<file path="config.mk">
export PLATFORM = sky130hd
export DESIGN_NAME = task_sched
export DESIGN_NICKNAME = d
export VERILOG_FILES = /design/src/rtl/task_sched_pkg.sv /design/src/rtl/task_prio.sv /design/src/rtl/task_pend.sv /design/src/rtl/task_regs.sv /design/src/rtl/task_seq.sv /design/src/rtl/task_sched.sv
export SDC_FILE = /design/constraint.sdc
export NUM_CORES = 1
export LEC_CHECK = 0
export BUFFER_PORTS_ARGS = -buffer_cell sky130_fd_sc_hd__buf_2
export CORE_MARGIN = 4
export CORE_UTILIZATION = 50
export CTS_CLUSTER_DIAMETER = 30
export DETAILED_ROUTE_END_ITERATION = 7
export GPL_TIMING_DRIVEN = 0
export HOLD_SLACK_MARGIN = 0.05
export PLACE_DENSITY = 0.78
export SLEW_MARGIN = 20
export SYNTH_ARGS = -nofsm -noshare
export SYNTH_HDL_FRONTEND = slang
export SYNTH_SLANG_ARGS = --single-unit
</file>
<file path="constraint.sdc">
create_clock -name clk -period 6.8 [get_ports clk]
set_input_delay 0.68 -clock clk [delete_from_list [all_inputs] [get_ports clk]]
set_output_delay 0.68 -clock clk [all_outputs]
set_load 0.005 [all_outputs]
</file>
<file path="src/rtl/task_sched_pkg.sv">
package task_sched_pkg;

    // default geometry
    localparam int TS_NTASK  = 8;
    localparam int TS_PC_W   = 12;
    localparam int TS_DATA_W = 16;
    localparam int TS_ADDR_W = 4;

    // host register addresses above the vector window
    localparam int TS_A_ENABLE = 8;
    localparam int TS_A_SWREQ  = 9;
    localparam int TS_A_PEND   = 10;
    localparam int TS_A_STATUS = 11;

    typedef enum logic {
        SEQ_IDLE = 1'b0,
        SEQ_RUN  = 1'b1
    } seq_state_e;

    function automatic int idx_width(input int n);
        return (n > 1) ? $clog2(n) : 1;
    endfunction

endpackage

</file>
<file path="src/rtl/task_prio.sv">
module task_prio
    import task_sched_pkg::*;
#(
    parameter int N_TASK = TS_NTASK,
    localparam int IDX_W = idx_width(N_TASK)
) (
    input  logic [N_TASK-1:0] req,
    output logic              any,
    output logic [IDX_W-1:0]  idx
);

    // ripple chain: lowest set index wins
    logic [N_TASK:0]  seen;
    logic [IDX_W-1:0] cand [N_TASK+1];

    assign seen[0] = 1'b0;
    assign cand[0] = '0;

    for (genvar g = 0; g < N_TASK; g++) begin : g_chain
        assign seen[g+1] = seen[g] | req[g];
        assign cand[g+1] = (req[g] && !seen[g]) ? IDX_W'(g) : cand[g];
    end

    assign any = seen[N_TASK];
    assign idx = cand[N_TASK];

endmodule

</file>
<file path="src/rtl/task_pend.sv">
module task_pend
    import task_sched_pkg::*;
#(
    parameter int N_TASK = TS_NTASK,
    localparam int IDX_W = idx_width(N_TASK)
) (
    input  logic              clk,
    input  logic              rst,
    input  logic [N_TASK-1:0] set_mask,
    input  logic              clr_en,
    input  logic [IDX_W-1:0]  clr_idx,
    output logic [N_TASK-1:0] pend
);

    logic [N_TASK-1:0] clr_mask;

    for (genvar g = 0; g < N_TASK; g++) begin : g_clr
        assign clr_mask[g] = clr_en && (clr_idx == IDX_W'(g));
    end

    // a set on the same edge as the clear wins: re-arms a dispatched task
    always_ff @(posedge clk) begin
        if (rst) begin
            pend <= '0;
        end else begin
            pend <= (pend & ~clr_mask) | set_mask;
        end
    end

endmodule

</file>
<file path="src/rtl/task_regs.sv">
module task_regs
    import task_sched_pkg::*;
#(
    parameter int N_TASK = TS_NTASK,
    parameter int PC_W   = TS_PC_W,
    parameter int DATA_W = TS_DATA_W,
    parameter int ADDR_W = TS_ADDR_W,
    localparam int IDX_W = idx_width(N_TASK)
) (
    input  logic                   clk,
    input  logic                   rst,
    input  logic                   wr,
    input  logic [ADDR_W-1:0]      addr,
    input  logic [DATA_W-1:0]      wdata,
    input  logic [N_TASK-1:0]      pend,
    input  logic                   busy,
    input  logic [IDX_W-1:0]       run_idx,
    output logic [N_TASK*PC_W-1:0] vec_flat,
    output logic [N_TASK-1:0]      en_mask,
    output logic [N_TASK-1:0]      sw_req,
    output logic [DATA_W-1:0]      rdata
);

    logic [PC_W-1:0] vec_q [N_TASK];

    for (genvar g = 0; g < N_TASK; g++) begin : g_vec
        always_ff @(posedge clk) begin
            if (rst) begin
                vec_q[g] <= '0;
            end else if (wr && addr == ADDR_W'(g)) begin
                vec_q[g] <= wdata[PC_W-1:0];
            end
        end
        assign vec_flat[g*PC_W +: PC_W] = vec_q[g];
    end

    always_ff @(posedge clk) begin
        if (rst) begin
            en_mask <= '0;
        end else if (wr && addr == ADDR_W'(TS_A_ENABLE)) begin
            en_mask <= wdata[N_TASK-1:0];
        end
    end

    assign sw_req = (wr && addr == ADDR_W'(TS_A_SWREQ)) ? wdata[N_TASK-1:0] : '0;

    always_comb begin
        rdata = '0;
        if (addr < ADDR_W'(N_TASK)) begin
            rdata = DATA_W'(vec_q[addr[IDX_W-1:0]]);
        end else if (addr == ADDR_W'(TS_A_ENABLE)) begin
            rdata = DATA_W'(en_mask);
        end else if (addr == ADDR_W'(TS_A_PEND)) begin
            rdata = DATA_W'(pend);
        end else if (addr == ADDR_W'(TS_A_STATUS)) begin
            rdata = DATA_W'({busy, run_idx});
        end
    end

endmodule

</file>
<file path="src/rtl/task_seq.sv">
module task_seq
    import task_sched_pkg::*;
#(
    parameter int N_TASK = TS_NTASK,
    parameter int PC_W   = TS_PC_W,
    localparam int IDX_W = idx_width(N_TASK)
) (
    input  logic                   clk,
    input  logic                   rst,
    input  logic                   pick_any,
    input  logic [IDX_W-1:0]       pick_idx,
    input  logic [N_TASK*PC_W-1:0] vec_flat,
    input  logic                   done,
    output logic                   launch,
    output logic                   busy,
    output logic [IDX_W-1:0]       run_idx,
    output logic [PC_W-1:0]        pc,
    output logic                   start,
    output logic [N_TASK-1:0]      irq
);

    seq_state_e state;

    // launch only from idle; the idle cycle after a completion gives the gap
    assign launch = (state == SEQ_IDLE) && pick_any;
    assign busy   = (state == SEQ_RUN);

    always_ff @(posedge clk) begin
        if (rst) begin
            state   <= SEQ_IDLE;
            run_idx <= '0;
            pc      <= '0;
            start   <= 1'b0;
            irq     <= '0;
        end else begin
            start <= 1'b0;
            irq   <= '0;
            case (state)
                SEQ_IDLE: begin
                    if (pick_any) begin
                        state   <= SEQ_RUN;
                        run_idx <= pick_idx;
                        pc      <= vec_flat[pick_idx*PC_W +: PC_W];
                        start   <= 1'b1;
                    end
                end
                SEQ_RUN: begin
                    if (done) begin
                        state <= SEQ_IDLE;
                        irq   <= N_TASK'(1) << run_idx;
                    end
                end
                default: state <= SEQ_IDLE;
            endcase
        end
    end

endmodule

</file>
<file path="src/rtl/task_sched.sv">
module task_sched
    import task_sched_pkg::*;
#(
    parameter int N_TASK = TS_NTASK,
    parameter int PC_W   = TS_PC_W,
    parameter int DATA_W = TS_DATA_W,
    parameter int ADDR_W = TS_ADDR_W,
    localparam int IDX_W = idx_width(N_TASK)
) (
    input  logic              clk,
    input  logic              rst,
    input  logic [N_TASK-1:0] hw_trig,
    input  logic              task_done,
    input  logic              reg_wr,
    input  logic [ADDR_W-1:0] reg_addr,
    input  logic [DATA_W-1:0] reg_wdata,
    output logic [DATA_W-1:0] reg_rdata,
    output logic [PC_W-1:0]   pc_out,
    output logic              start_pulse,
    output logic              busy,
    output logic [IDX_W-1:0]  run_idx,
    output logic [N_TASK-1:0] task_irq
);

    logic [N_TASK*PC_W-1:0] vec_flat;
    logic [N_TASK-1:0]      en_mask;
    logic [N_TASK-1:0]      sw_req;
    logic [N_TASK-1:0]      pend;
    logic [N_TASK-1:0]      arm;
    logic                   pick_any;
    logic [IDX_W-1:0]       pick_idx;
    logic                   launch;

    assign arm = (hw_trig | sw_req) & en_mask;

    task_regs #(
        .N_TASK(N_TASK), .PC_W(PC_W), .DATA_W(DATA_W), .ADDR_W(ADDR_W)
    ) u_regs (
        .clk      (clk),
        .rst      (rst),
        .wr       (reg_wr),
        .addr     (reg_addr),
        .wdata    (reg_wdata),
        .pend     (pend),
        .busy     (busy),
        .run_idx  (run_idx),
        .vec_flat (vec_flat),
        .en_mask  (en_mask),
        .sw_req   (sw_req),
        .rdata    (reg_rdata)
    );

    task_pend #(.N_TASK(N_TASK)) u_pend (
        .clk      (clk),
        .rst      (rst),
        .set_mask (arm),
        .clr_en   (launch),
        .clr_idx  (pick_idx),
        .pend     (pend)
    );

    task_prio #(.N_TASK(N_TASK)) u_prio (
        .req (pend),
        .any (pick_any),
        .idx (pick_idx)
    );

    task_seq #(.N_TASK(N_TASK), .PC_W(PC_W)) u_seq (
        .clk      (clk),
        .rst      (rst),
        .pick_any (pick_any),
        .pick_idx (pick_idx),
        .vec_flat (vec_flat),
        .done     (task_done),
        .launch   (launch),
        .busy     (busy),
        .run_idx  (run_idx),
        .pc       (pc_out),
        .start    (start_pulse),
        .irq      (task_irq)
    );

endmodule

</file>
Word level (Yosys, flattened, before mapping)
Memory sizes are Yosys's and may differ from the RTL's.
Cells that the tools add are included.
{"block": "classes", "mul": 1, "order_cmp": 1, "n_eq_ne": 18, "shifts": 2, "muxes": 49, "bitwise_logic": 22, "reduce_logical": 38}
{"cell": "12-bit two-way mux", "n": 8}
{"cell": "96-bit by 8-bit variable part select with 12-bit output", "n": 1}
{"cell": "16-bit two-way mux", "n": 3}
{"cell": "1-bit two-way mux", "n": 29}
{"cell": "1-bit logical AND", "n": 26}
{"cell": "3-bit two-way mux", "n": 6}
{"cell": "8-bit AND", "n": 2}
{"cell": "4-bit by 3-bit equality test with 1-bit output (second input constant)", "n": 4}
{"cell": "4-bit equality test (second input constant)", "n": 4}
{"cell": "8-bit OR", "n": 2}
{"cell": "1-bit OR", "n": 15}
{"cell": "3-bit equality test (second input constant)", "n": 4}
{"cell": "4-bit by 2-bit equality test with 1-bit output (second input constant)", "n": 2}
{"cell": "8-bit two-way mux", "n": 1}
{"cell": "8-bit NOT", "n": 1}
{"cell": "1-bit by 3-bit left shift with 8-bit output (first input constant)", "n": 1}
{"cell": "1-bit logical NOT", "n": 7}
{"cell": "3-bit by 2-bit equality test with 1-bit output (second input constant)", "n": 2}
{"cell": "3-bit by 2-bit multiplier with 5-bit output (second input constant)", "n": 1}
{"cell": "4-bit by 1-bit equality test with 1-bit output (second input constant)", "n": 1}
{"cell": "4-bit logical NOT", "n": 1}
{"cell": "4-bit < comparator (second input constant)", "n": 1}
{"cell": "4-bit two-way mux", "n": 1}
{"cell": "3-bit by 1-bit equality test with 1-bit output (second input constant)", "n": 1}
{"cell": "other kinds (6)", "n": 7}
{"block": "totals", "register_bits": 41, "ramBits": 96, "inputBits": 32, "out_inout_bits": 41, "wordCells": 139, "n_memories": 1}
{"memory": "u_regs.vec_q", "depth": 8, "width": 12, "read_ports": 9, "rd_ports_with_merged_regs": 0, "wr": 8, "line_no": "task_regs.sv:24", "rtl": "logic [PC_W-1:0] vec_q [N_TASK];"}

Longest topological paths before layout
Gate-level depths: netlist (run 1).
{"block": "depth", "ltp_word": 14, "ltp_mapped": 8, "ltp_nobuf": 6}

Hierarchy
From an unflattened synthesis (run 1), not the netlist that was laid out.
{"block": "hier_totals", "cells_unflattened": 618, "area_unflattened_um2": 7228.2}
{"mod": "task_regs", "instances": 1, "cells_per_inst": 378, "area_each_um2": 5089.9, "seq_area_each_um2": 3042.9}
{"mod": "task_seq", "instances": 1, "cells_per_inst": 181, "area_each_um2": 1652.8, "seq_area_each_um2": 500.5}
{"mod": "task_pend", "instances": 1, "cells_per_inst": 37, "area_each_um2": 342.8, "seq_area_each_um2": 160.2}
{"mod": "task_prio", "instances": 1, "cells_per_inst": 14, "area_each_um2": 82.6, "seq_area_each_um2": 0.0}
{"mod": "task_sched", "instances": 1, "cells_per_inst": 8, "area_each_um2": 60.1, "seq_area_each_um2": 0.0}

Least setup slack after synthesis (run 1)
OpenSTA, ideal clock, no wires.
{"block": "synth_path", "path_kind": "input port to flip-flop", "from": "in reg_addr[1]", "to": "mem u_regs.vec_q[2][0] in the netlist's numbering (enable)", "setup_time_ps": 417, "t_arrival_ps": 2695, "required_ps": 6383, "path_slack_ps": 3688, "cell_stages": 4, "n_path_buf": 2, "path_cell_list": "buf_2 -> buf_2 -> nand2_1 -> o41ai_1"}
{"item": "start: declaration", "line_no": "task_sched.sv:15", "rtl": "input logic [ADDR_W-1:0] reg_addr,"}
{"item": "end: declaration", "line_no": "task_regs.sv:24"}

Worst setup path after layout (run 1)
{"block": "layout_path", "from": "in reg_addr[0]", "to": "out reg_rdata[6]"}
{"block": "layout_between", "elab_chain_cells": 4, "elab_cells_between_ends": 7, "cone_classes": "order compare (1); eq/ne (2); mux (3); memory (1)"}
{"item": "4-bit equality test", "line_no": "task_regs.sv:53", "rtl": "end else if (addr == ADDR_W'(TS_A_PEND)) begin"}
{"item": "16-bit two-way mux", "line_no": "task_regs.sv:53"}
{"item": "16-bit two-way mux", "line_no": "task_regs.sv:51", "rtl": "end else if (addr == ADDR_W'(TS_A_ENABLE)) begin"}
{"item": "16-bit two-way mux (*)", "line_no": "task_regs.sv:49", "rtl": "if (addr < ADDR_W'(N_TASK)) begin"}
{"item": "end: declaration", "line_no": "task_sched.sv:17", "rtl": "output logic [DATA_W-1:0] reg_rdata,"}
Mark *: on every way between the ends. The rest lies on a longest branch, timed or not.

==> results of run 1 <==
-- worst reg2reg max path: stages, from the launching register on --
cell      delay, ns
dfxtp_1        0.31
buf_6          0.13
nor2_1         0.12
a221oi_2       0.10
a31oi_2        0.41
clkbuf_1       0.71
mux2i_1        0.27
o22ai_1        0.17
a2111o_1       0.34
-- stage by stage --
step	utilization, %	cell area (sq um)	worst slack, ns
5_1_grt	60.6	8160	3.07
3_3_place_gp	55.7	7500	2.57
4_1_cts	60.6	8160	3.24
6_report	60.6	8160	3.22
3_5_place_dp	56.4	7580	3.25
2_1_floorplan	-	6970	3.69
-- power by group --
part | total (mW) | leakage, nW | switching (mW) | internal, mW
sequential | 0.956 | 1.25 | 0.0231 | 0.933
clock | 0.899 | 0.282 | 0.333 | 0.566
combinational | 0.183 | 1.75 | 0.109 | 0.0738
total | 2.04 | 3.28 | 0.465 | 1.57
-- cell families after synthesis --
kind of cell	after synthesis	share of synthesized area (%)
and+or+nand+nor	213	16.2
DFF	137	53.2
muxes	91	17.6
AOI/OAI and AO/OA	87	9.33
buffers and inverters	55	3.60
other	1	0.0539
-- cells in the mapped netlist, types with 6 or more instances --
cell and number:
and2_1 98, edfxtp_1 96, mux2i_1 59, nand2_1 50, dfxtp_1 41, nor2_1 39, clkbuf_1 26, mux4_2 24
a21oi_1 22, o22ai_1 15, inv_1 11, a21o_1 8, buf_2 8, mux2_2 8, a2111o_1 7, nor3_1 7
o21ai_0 6, o31ai_1 6
-- routing by layer --
metal	track usage [%]	part of all wire [%]	up-vias
li1	-	-	2311
met1	31.6	38	2515
met2	39.5	49	293
met3	5.12	8.9	56
met4	13.2	4.1	0
met5	0	0	-
-- area by class of cell --
cell class	count	area, sq um	area share (%)
buffer	44	209	2.56
clock buffer	24	482	5.90
clock inverter	8	95.1	1.17
inverter	11	41.3	0.506
multi-input combinational	395	3090	37.8
sequential	137	3700	45.4
tap	176	220	2.70
timing repair buffer	64	323	3.96
-- how the worst min path moves through the flow --
stage	from	end	slack, ns	depth (start not counted)
after floorplan	u_regs.en_mask[5]	u_pend.pend[5]	0.44	2
after global placement	u_seq.pc[9]	u_seq.pc[9]	0.45	1
after detailed placement	u_seq.pc[3]	u_seq.pc[3]	0.46	1
after CTS	u_seq.pc[3]	u_seq.pc[3]	0.47	1
after global routing	u_seq.pc[8]	u_seq.pc[8]	0.49	1
final	u_seq.pc[3]	u_seq.pc[3]	0.46	1
-- flip-flops by register name, summed over array words and instances, names as in the netlist --
register and count:
u_pend.pend 8, u_regs.en_mask 8, u_regs.vec_q 96, u_seq.start 1
u_seq.irq 8, u_seq.run_idx 3, u_seq.pc 12, u_seq.busy 1
==> flow_summary.ini, run 1 <==
[status]
status = finished, final reports clean

[pwr]
vdd.ir_drop.worst_mv = 0.140
powerDensity_nw_per_um2 = 250
fin_total_pwr_mw = 2.04
p_leak_nw = 3.28

[detailed_routing]
routed_wl_mm = 19.7
drt_iter0_markers = 568
num_vias = 5175
route.detailed.drc = 0
ant_nets = 0
viasPerCell = 6.02
dr.pass1.iters = 5
wl_per_cell_um = 22.9

[floorplanning]
die_height_um = 126
die_x_um = 126
die_area_sq_um = 15900
core-area_sq_um = 13500
ios = 73
num_rows = 42
start_util_pct = 51.7

[worst_setup_path]
critPathKind = input pin to output pin
cp_top_family = buffers and inverters
critPathSlowestCell = buf_1
cp_cell_sequence = buf_2 -> buf_1 -> clkbuf_1 -> mux4_2 -> inv_1 -> o22ai_1 -> buf_2
worstReg2RegEnd = u_seq.pc[6]
crit_cells = 7
crit_end = reg_rdata[6]
reg2reg_from = u_pend.pend[1]
start_kind = input pin
critPathRequiredTime_ns = 6.12
slowest_delay_ns = 0.65
worstPathMaxFanout = 10
worst-path-buf-inv = 5
rr_worst_depth = 8
r2r_setup_slack_ns = 4.13
endpoint_kind = output pin
crit_start = reg_addr[0]
crit_arrival_ns = 2.90
cpMostUsedCell = buf_2

[placement]
post-place-cells = 827
gp_congestion = 1.00
io_buffers = 62
dp_hpwl_mm = 13.8

[synthesis]
synth.avg_cell_area_sq_um = 11.9
synth_top_area_share_pct = 41.4
synth_ff_type = edfxtp_1
ys_async_sr_fraction_pct = 0
synth_edf_count = 96
synth_seq_area_share_pct = 53.2
ys_ff_latch = 137
netlist.top_cell.by_area = edfxtp_1
ys_types = 42
synth_warnings = 0
syn_inst = 584
netlist_top_cells_area = edfxtp_1 41%, dfxtp_1 12%, and2_1 8.8%
syn_area_sq_um = 6960

[final_layout]
nFillCells = 1121
final_common_cell = and2_1
fin_nets = 702
synthToLayoutAreaGrowth_pct = 17.3
layoutNonFillerInstCount = 859
final_cell_mix = 98 x and2_1, 96 x edfxtp_1, 71 x buf_2, 59 x mux2i_1, 50 x nand2_1
drive_above_1_share_pct = 22.7
antenna_cells = 0

[global_routing]
grt_overflow_total = 0
track_usage_pct = 24.7
grt_pass1_wl_mm = 29.4
grt_pass1_vias = 5306
antenna_found_initial = 0
grt_max_degree = 17

[flow_run]
cap_violations = 0

[timing]
slew_headroom_pct = 34.6
setup_violations = 0
period_needed_ns = 3.58
tightest_slew_ns = 0.979
fin_hold_ws_ns = 0.465
post-route-period-util_pct = 52.7
hold_viol_final = 0
fin_setup_tns_ns = 0
finalMaxSlewViolations = 0
grt_setup_unrepaired = false
finalClockSkew_ns = 0.00647
fmax_ghz = 0.279

[cts]
cts_buffer_depth = 2
tritoncts = built
cts_resized = 0
post_cts_buffers = 0
cts_buffers = 17
cts_hold_buffers = 0
h-tree-depth = 4
worstSkewPairLatency_ns = 0.42
clk_pin_slew_ns = 0.06
clock-root-buffer = clkbuf_16
cts_num_sinks = 137

[hold_path]
hold_class = register to register
Note: power is estimated with default switching activity, not from simulation.
==> run 2: changes to the inputs <==
PLACE_DENSITY = 0.81   (was 0.78)
clock period = 3.2 ns   (was 6.8 ns; I/O delays follow)
==> run 2 against run 1 <==
  * Sequential power increased by 110%
  * Global-route usage up 0.70 points
  * Via count is 2.8% higher
  * Worst setup slack lost 2.9 ns
  * Wire length grew 3.0%
  * Critical path depth did not move
  * Sequential cell count did not move
  * Die area is the same
  * Register-to-register slack worse by 3.6 ns
  * Clock skew is 0.0027 ns higher
  * Combinational power increased by 110%
  * Highest routed layer is now met5
==> flow_summary.ini, run 2 (synthesized netlist as in run 1, its figures left out) <==
[timing]
tightest_slew_ns = 1.02
fmax_ghz = 0.349
slew_headroom_pct = 32.1
worst_slack_ns = 0.334
hold_viol_final = 0
grt_setup_unrepaired = false
period_needed_ns = 2.87
setup_violations = 0
finalClockSkew_ns = 0.00917
finalMaxSlewViolations = 0
post-route-period-util_pct = 89.6
fin_hold_ws_ns = 0.229

[cts]
cts_buffers = 17
cts_resized = 0
h-tree-depth = 4
tritoncts = built
clk_pin_slew_ns = 0.06
clock-root-buffer = clkbuf_16
cts_buffer_depth = 2
cts_num_sinks = 137
worstSkewPairLatency_ns = 0.43
cts_hold_buffers = 0
post_cts_buffers = 0

[detailed_routing]
route.detailed.drc = 0
dr.pass1.iters = 5
num_vias = 5321
routed_wl_mm = 20.3
wl_per_cell_um = 23.6
viasPerCell = 6.19
drt_iter0_markers = 677
ant_nets = 0

[final_layout]
antenna_cells = 0
drive_above_1_share_pct = 23.1
final_common_cell = and2_1
final_cell_mix = 98 x and2_1, 96 x edfxtp_1, 71 x buf_2, 59 x mux2i_1, 50 x nand2_1
regMostFlops = u_regs.vec_q
synthToLayoutAreaGrowth_pct = 17.7
fin_nets = 702
largest_reg_flops = 96
nFillCells = 1067
largest_registers = u_regs.vec_q x96, u_seq.pc x12
fin_util_pct = 60.9
layoutNonFillerInstCount = 859

[floorplanning]
die_area_sq_um = 15900
num_rows = 42
core-area_sq_um = 13500
start_util_pct = 51.7
ios = 73
die_x_um = 126
die_height_um = 126

[placement]
gp_congestion = 0.949
post-place-cells = 827
dp_worst_setup_slack_ns = 0.335
io_buffers = 62
dp_hpwl_mm = 14.2

[worst_setup_path]
endpoint_kind = output pin
critPathKind = input pin to output pin
critPathRequiredTime_ns = 2.88
crit_arrival_ns = 2.55
start_kind = input pin
worstPathMaxFanout = 10

[status]
status = finished, final reports clean

[pwr]
p_leak_nw = 3.29
powerDensity_nw_per_um2 = 544
vdd.ir_drop.worst_mv = 0.310

[global_routing]
grt_max_degree = 17
antenna_found_initial = 1
grt_pass1_vias = 5471
track_usage_pct = 25.4
grt_overflow_total = 0
grt_pass1_wl_mm = 30.6

[flow_run]
cap_violations = 0

[hold_path]
hold_class = input pin to register
==> run 2: cell types whose count changed in the layout (fill, tap and decap cells not counted), sizes merged <==
cell | before | now
inv | 11 | 14
bufinv | 2 | 3
clkinvlp | 1 | 4
clkinv | 5 | 3
clkbuf | 50 | 45
==> run 2: worst max-delay path, stage by stage <==
cell and delay (ns):
buf_2 0.14, buf_1 0.63, clkbuf_1 0.59, mux4_2 0.38, inv_1 0.07, o22ai_1 0.24
buf_2 0.17
==> run 2: stage by stage <==
stage	TNS (ns)	total power [mW]	instance area (sq um)
detailed placement	0	2.45	7580
CTS	0	4.45	8190
finish	0	4.46	8190
global route	0	4.58	8190
floorplan	0	2.28	6970
global placement	-9.03	2.42	7500
==> run 2: where the power goes <==
group	total (mW)	leakage, nW	switching (mW)	internal [mW]
Sequential	2.03	1.25	0.0528	1.98
Combinational	0.393	1.75	0.236	0.157
Clock	2.03	0.284	0.777	1.25
==> run 2: per-layer routing <==
metal	track usage (%)	part of all wire, %
met5	0	0.064
met1	31.5	36
met4	12.0	4.5
met3	5.29	9.6
met2	42.5	49
==> run 2: worst paths after layout <==
check | cells past startpoint | to | slack (ns) | startpoint
setup reg to reg | 7 | u_seq.pc[6] | 0.56 | u_pend.pend[4]
hold reg to reg | 1 | u_seq.pc[3] | 0.47 | u_seq.pc[3]
hold / removal | 4 | u_pend.pend[3] | 0.23 | hw_trig[3]
setup / recovery | 7 | reg_rdata[3] | 0.33 | reg_addr[0]
==> run 2: area by class of cell <==
type | count | area, sq um | area share [%]
flip-flops and latches | 137 | 3700 | 45.2
multi-input cells | 395 | 3090 | 37.7
clock buffers | 19 | 443 | 5.41
repair buffers | 64 | 323 | 3.94
well taps | 176 | 220 | 2.69
plain buffers | 44 | 209 | 2.55
clock inverters | 13 | 168 | 2.05
inverters | 11 | 41.3 | 0.504
==> run 3: changes to the inputs <==
REMOVE_ABC_BUFFERS = 1   (was not set)
==> run 3 against run 2 <==
  * Global-route usage is 2.4 points lower
  * Sequential share of layout area is 0.78 points higher
  * Wire length down 9.2%
  * Non-clock buffer count fell by 39
  * Cell count down 4.5%
  * First-iteration DRC count down 10%
  * Register-to-register slack lost 0.06 ns
  * Critical endpoint is now u_seq.pc[5]
  * Largest cell class unchanged
  * Highest routed layer is now met4
==> flow_summary.ini, run 3 (synthesized netlist as in run 1, its figures left out) <==
[status]
status = finished, final reports clean

[timing]
finalClockSkew_ns = 0.00696
setup_violations = 0
worst_slack_ns = 0.497
finalMaxSlewViolations = 0
slew_headroom_pct = 26.5
fin_hold_ws_ns = 0.235
hold_viol_final = 0
post-route-period-util_pct = 84.5
period_needed_ns = 2.70
grt_setup_unrepaired = false
fin_setup_tns_ns = 0
fmax_ghz = 0.370
tightest_slew_ns = 1.10

[final_layout]
final_cell_mix = 97 x and2_1, 96 x edfxtp_1, 65 x buf_2, 59 x mux2i_1, 50 x nand2_1
antenna_cells = 0
nFillCells = 1045
final_common_cell = and2_1
largest_registers = u_regs.vec_q x96, u_seq.pc x12
regMostFlops = u_regs.vec_q
synthToLayoutAreaGrowth_pct = 15.8
drive_above_1_share_pct = 23.6
fin_nets = 663
largest_reg_flops = 96
layoutNonFillerInstCount = 820
fin_util_pct = 59.9

[global_routing]
grt_pass1_wl_mm = 28.0
antenna_found_initial = 0
grt_pass1_vias = 5099
grt_max_degree = 42
grt_overflow_total = 0
track_usage_pct = 23.0

[worst_setup_path]
crit_arrival_ns = 3.04
critPathKind = register to register
worstPathMaxFanout = 12
slowest_delay_ns = 0.81
endpoint_kind = register
cp_cell_sequence = nor4_4 -> a31oi_4 -> nand4_1 -> o221ai_2 -> o21bai_1
crit_start = u_pend.pend[0]
critPathRequiredTime_ns = 3.53
start_kind = register
crit_end = u_seq.pc[5]
critPathSlowestCell = nand4_1
reg2reg_from = u_pend.pend[0]
rr_worst_depth = 5
worstReg2RegEnd = u_seq.pc[5]
r2r_setup_slack_ns = 0.50

[cts]
cts_buffer_depth = 2
cts_resized = 0
clk_pin_slew_ns = 0.06
cts_hold_buffers = 0
tritoncts = built
worstSkewPairLatency_ns = 0.41
h-tree-depth = 4
cts_buffers = 17
cts_num_sinks = 137
clock-root-buffer = clkbuf_16
post_cts_buffers = 0

[pwr]
powerDensity_nw_per_um2 = 542
p_leak_nw = 3.22
vdd.ir_drop.worst_mv = 0.383

[floorplanning]
die_height_um = 126
core-area_sq_um = 13500
start_util_pct = 51.7
die_area_sq_um = 15900
ios = 73
die_x_um = 126
num_rows = 42

[placement]
io_buffers = 64
dp_hpwl_mm = 11.9
gp_congestion = 0.885
dp_worst_setup_slack_ns = 0.150
post-place-cells = 788

[detailed_routing]
ant_nets = 0
viasPerCell = 6.21
routed_wl_mm = 18.4
dr.pass1.iters = 5
wl_per_cell_um = 22.5
num_vias = 5089
route.detailed.drc = 0
drt_iter0_markers = 608

[flow_run]
cap_violations = 0

[hold_path]
hold_class = input pin to register
hold_depth = 4
## run 3: layout make-up
type	count	area, sq um	area share, %
clock buffer	23	468	5.81
clock inverter	9	121	1.51
inverter	11	41.3	0.513
multi-input combinational	395	3120	38.8
sequential	137	3700	46.0
tap	176	220	2.73
timing repair buffer	69	375	4.66
## run 3: per-stage QoR
step	power, mW	cell area (sq um)
final	4.37	8050
after global routing	4.48	8050
after CTS	4.36	8050
after detailed placement	2.43	7460
after global placement	2.39	7300
after floorplan	2.24	6760
## run 3: power by group
group          total, mW  internal [mW]  leakage, nW  switching [mW]
sequential          2.03           1.98         1.25          0.0506
combinational      0.370          0.150         1.68           0.221
clock               1.97           1.26        0.288           0.706
## run 3: worst max-delay path, delay by kind of cell, from the launching register on
family / cells / cell delay (ns)
compound gates: 3 / 1.11
simple gates: 2 / 0.94
flops: 1 / 0.57
## run 3: worst min path at each step
stage                      startpoint             end  slack (ns)
after floorplan                   rst  u_pend.pend[1]        0.39
final                       task_done      u_seq.busy        0.23
after global placement    u_seq.pc[2]     u_seq.pc[2]        0.46
after detailed placement  u_seq.pc[8]     u_seq.pc[8]        0.46
after global routing       hw_trig[0]  u_pend.pend[0]        0.27
after CTS                   task_done      u_seq.busy        0.22
## run 3: layer usage
layer  vias to the layer above  track usage [%]  routed length, um
met5                         -                0                  0
met4                         0             9.09                576
met3                        46             5.38               1800
met2                       317             39.6               9400
met1                      2493             28.0               6650
li1                       2233                -                  -
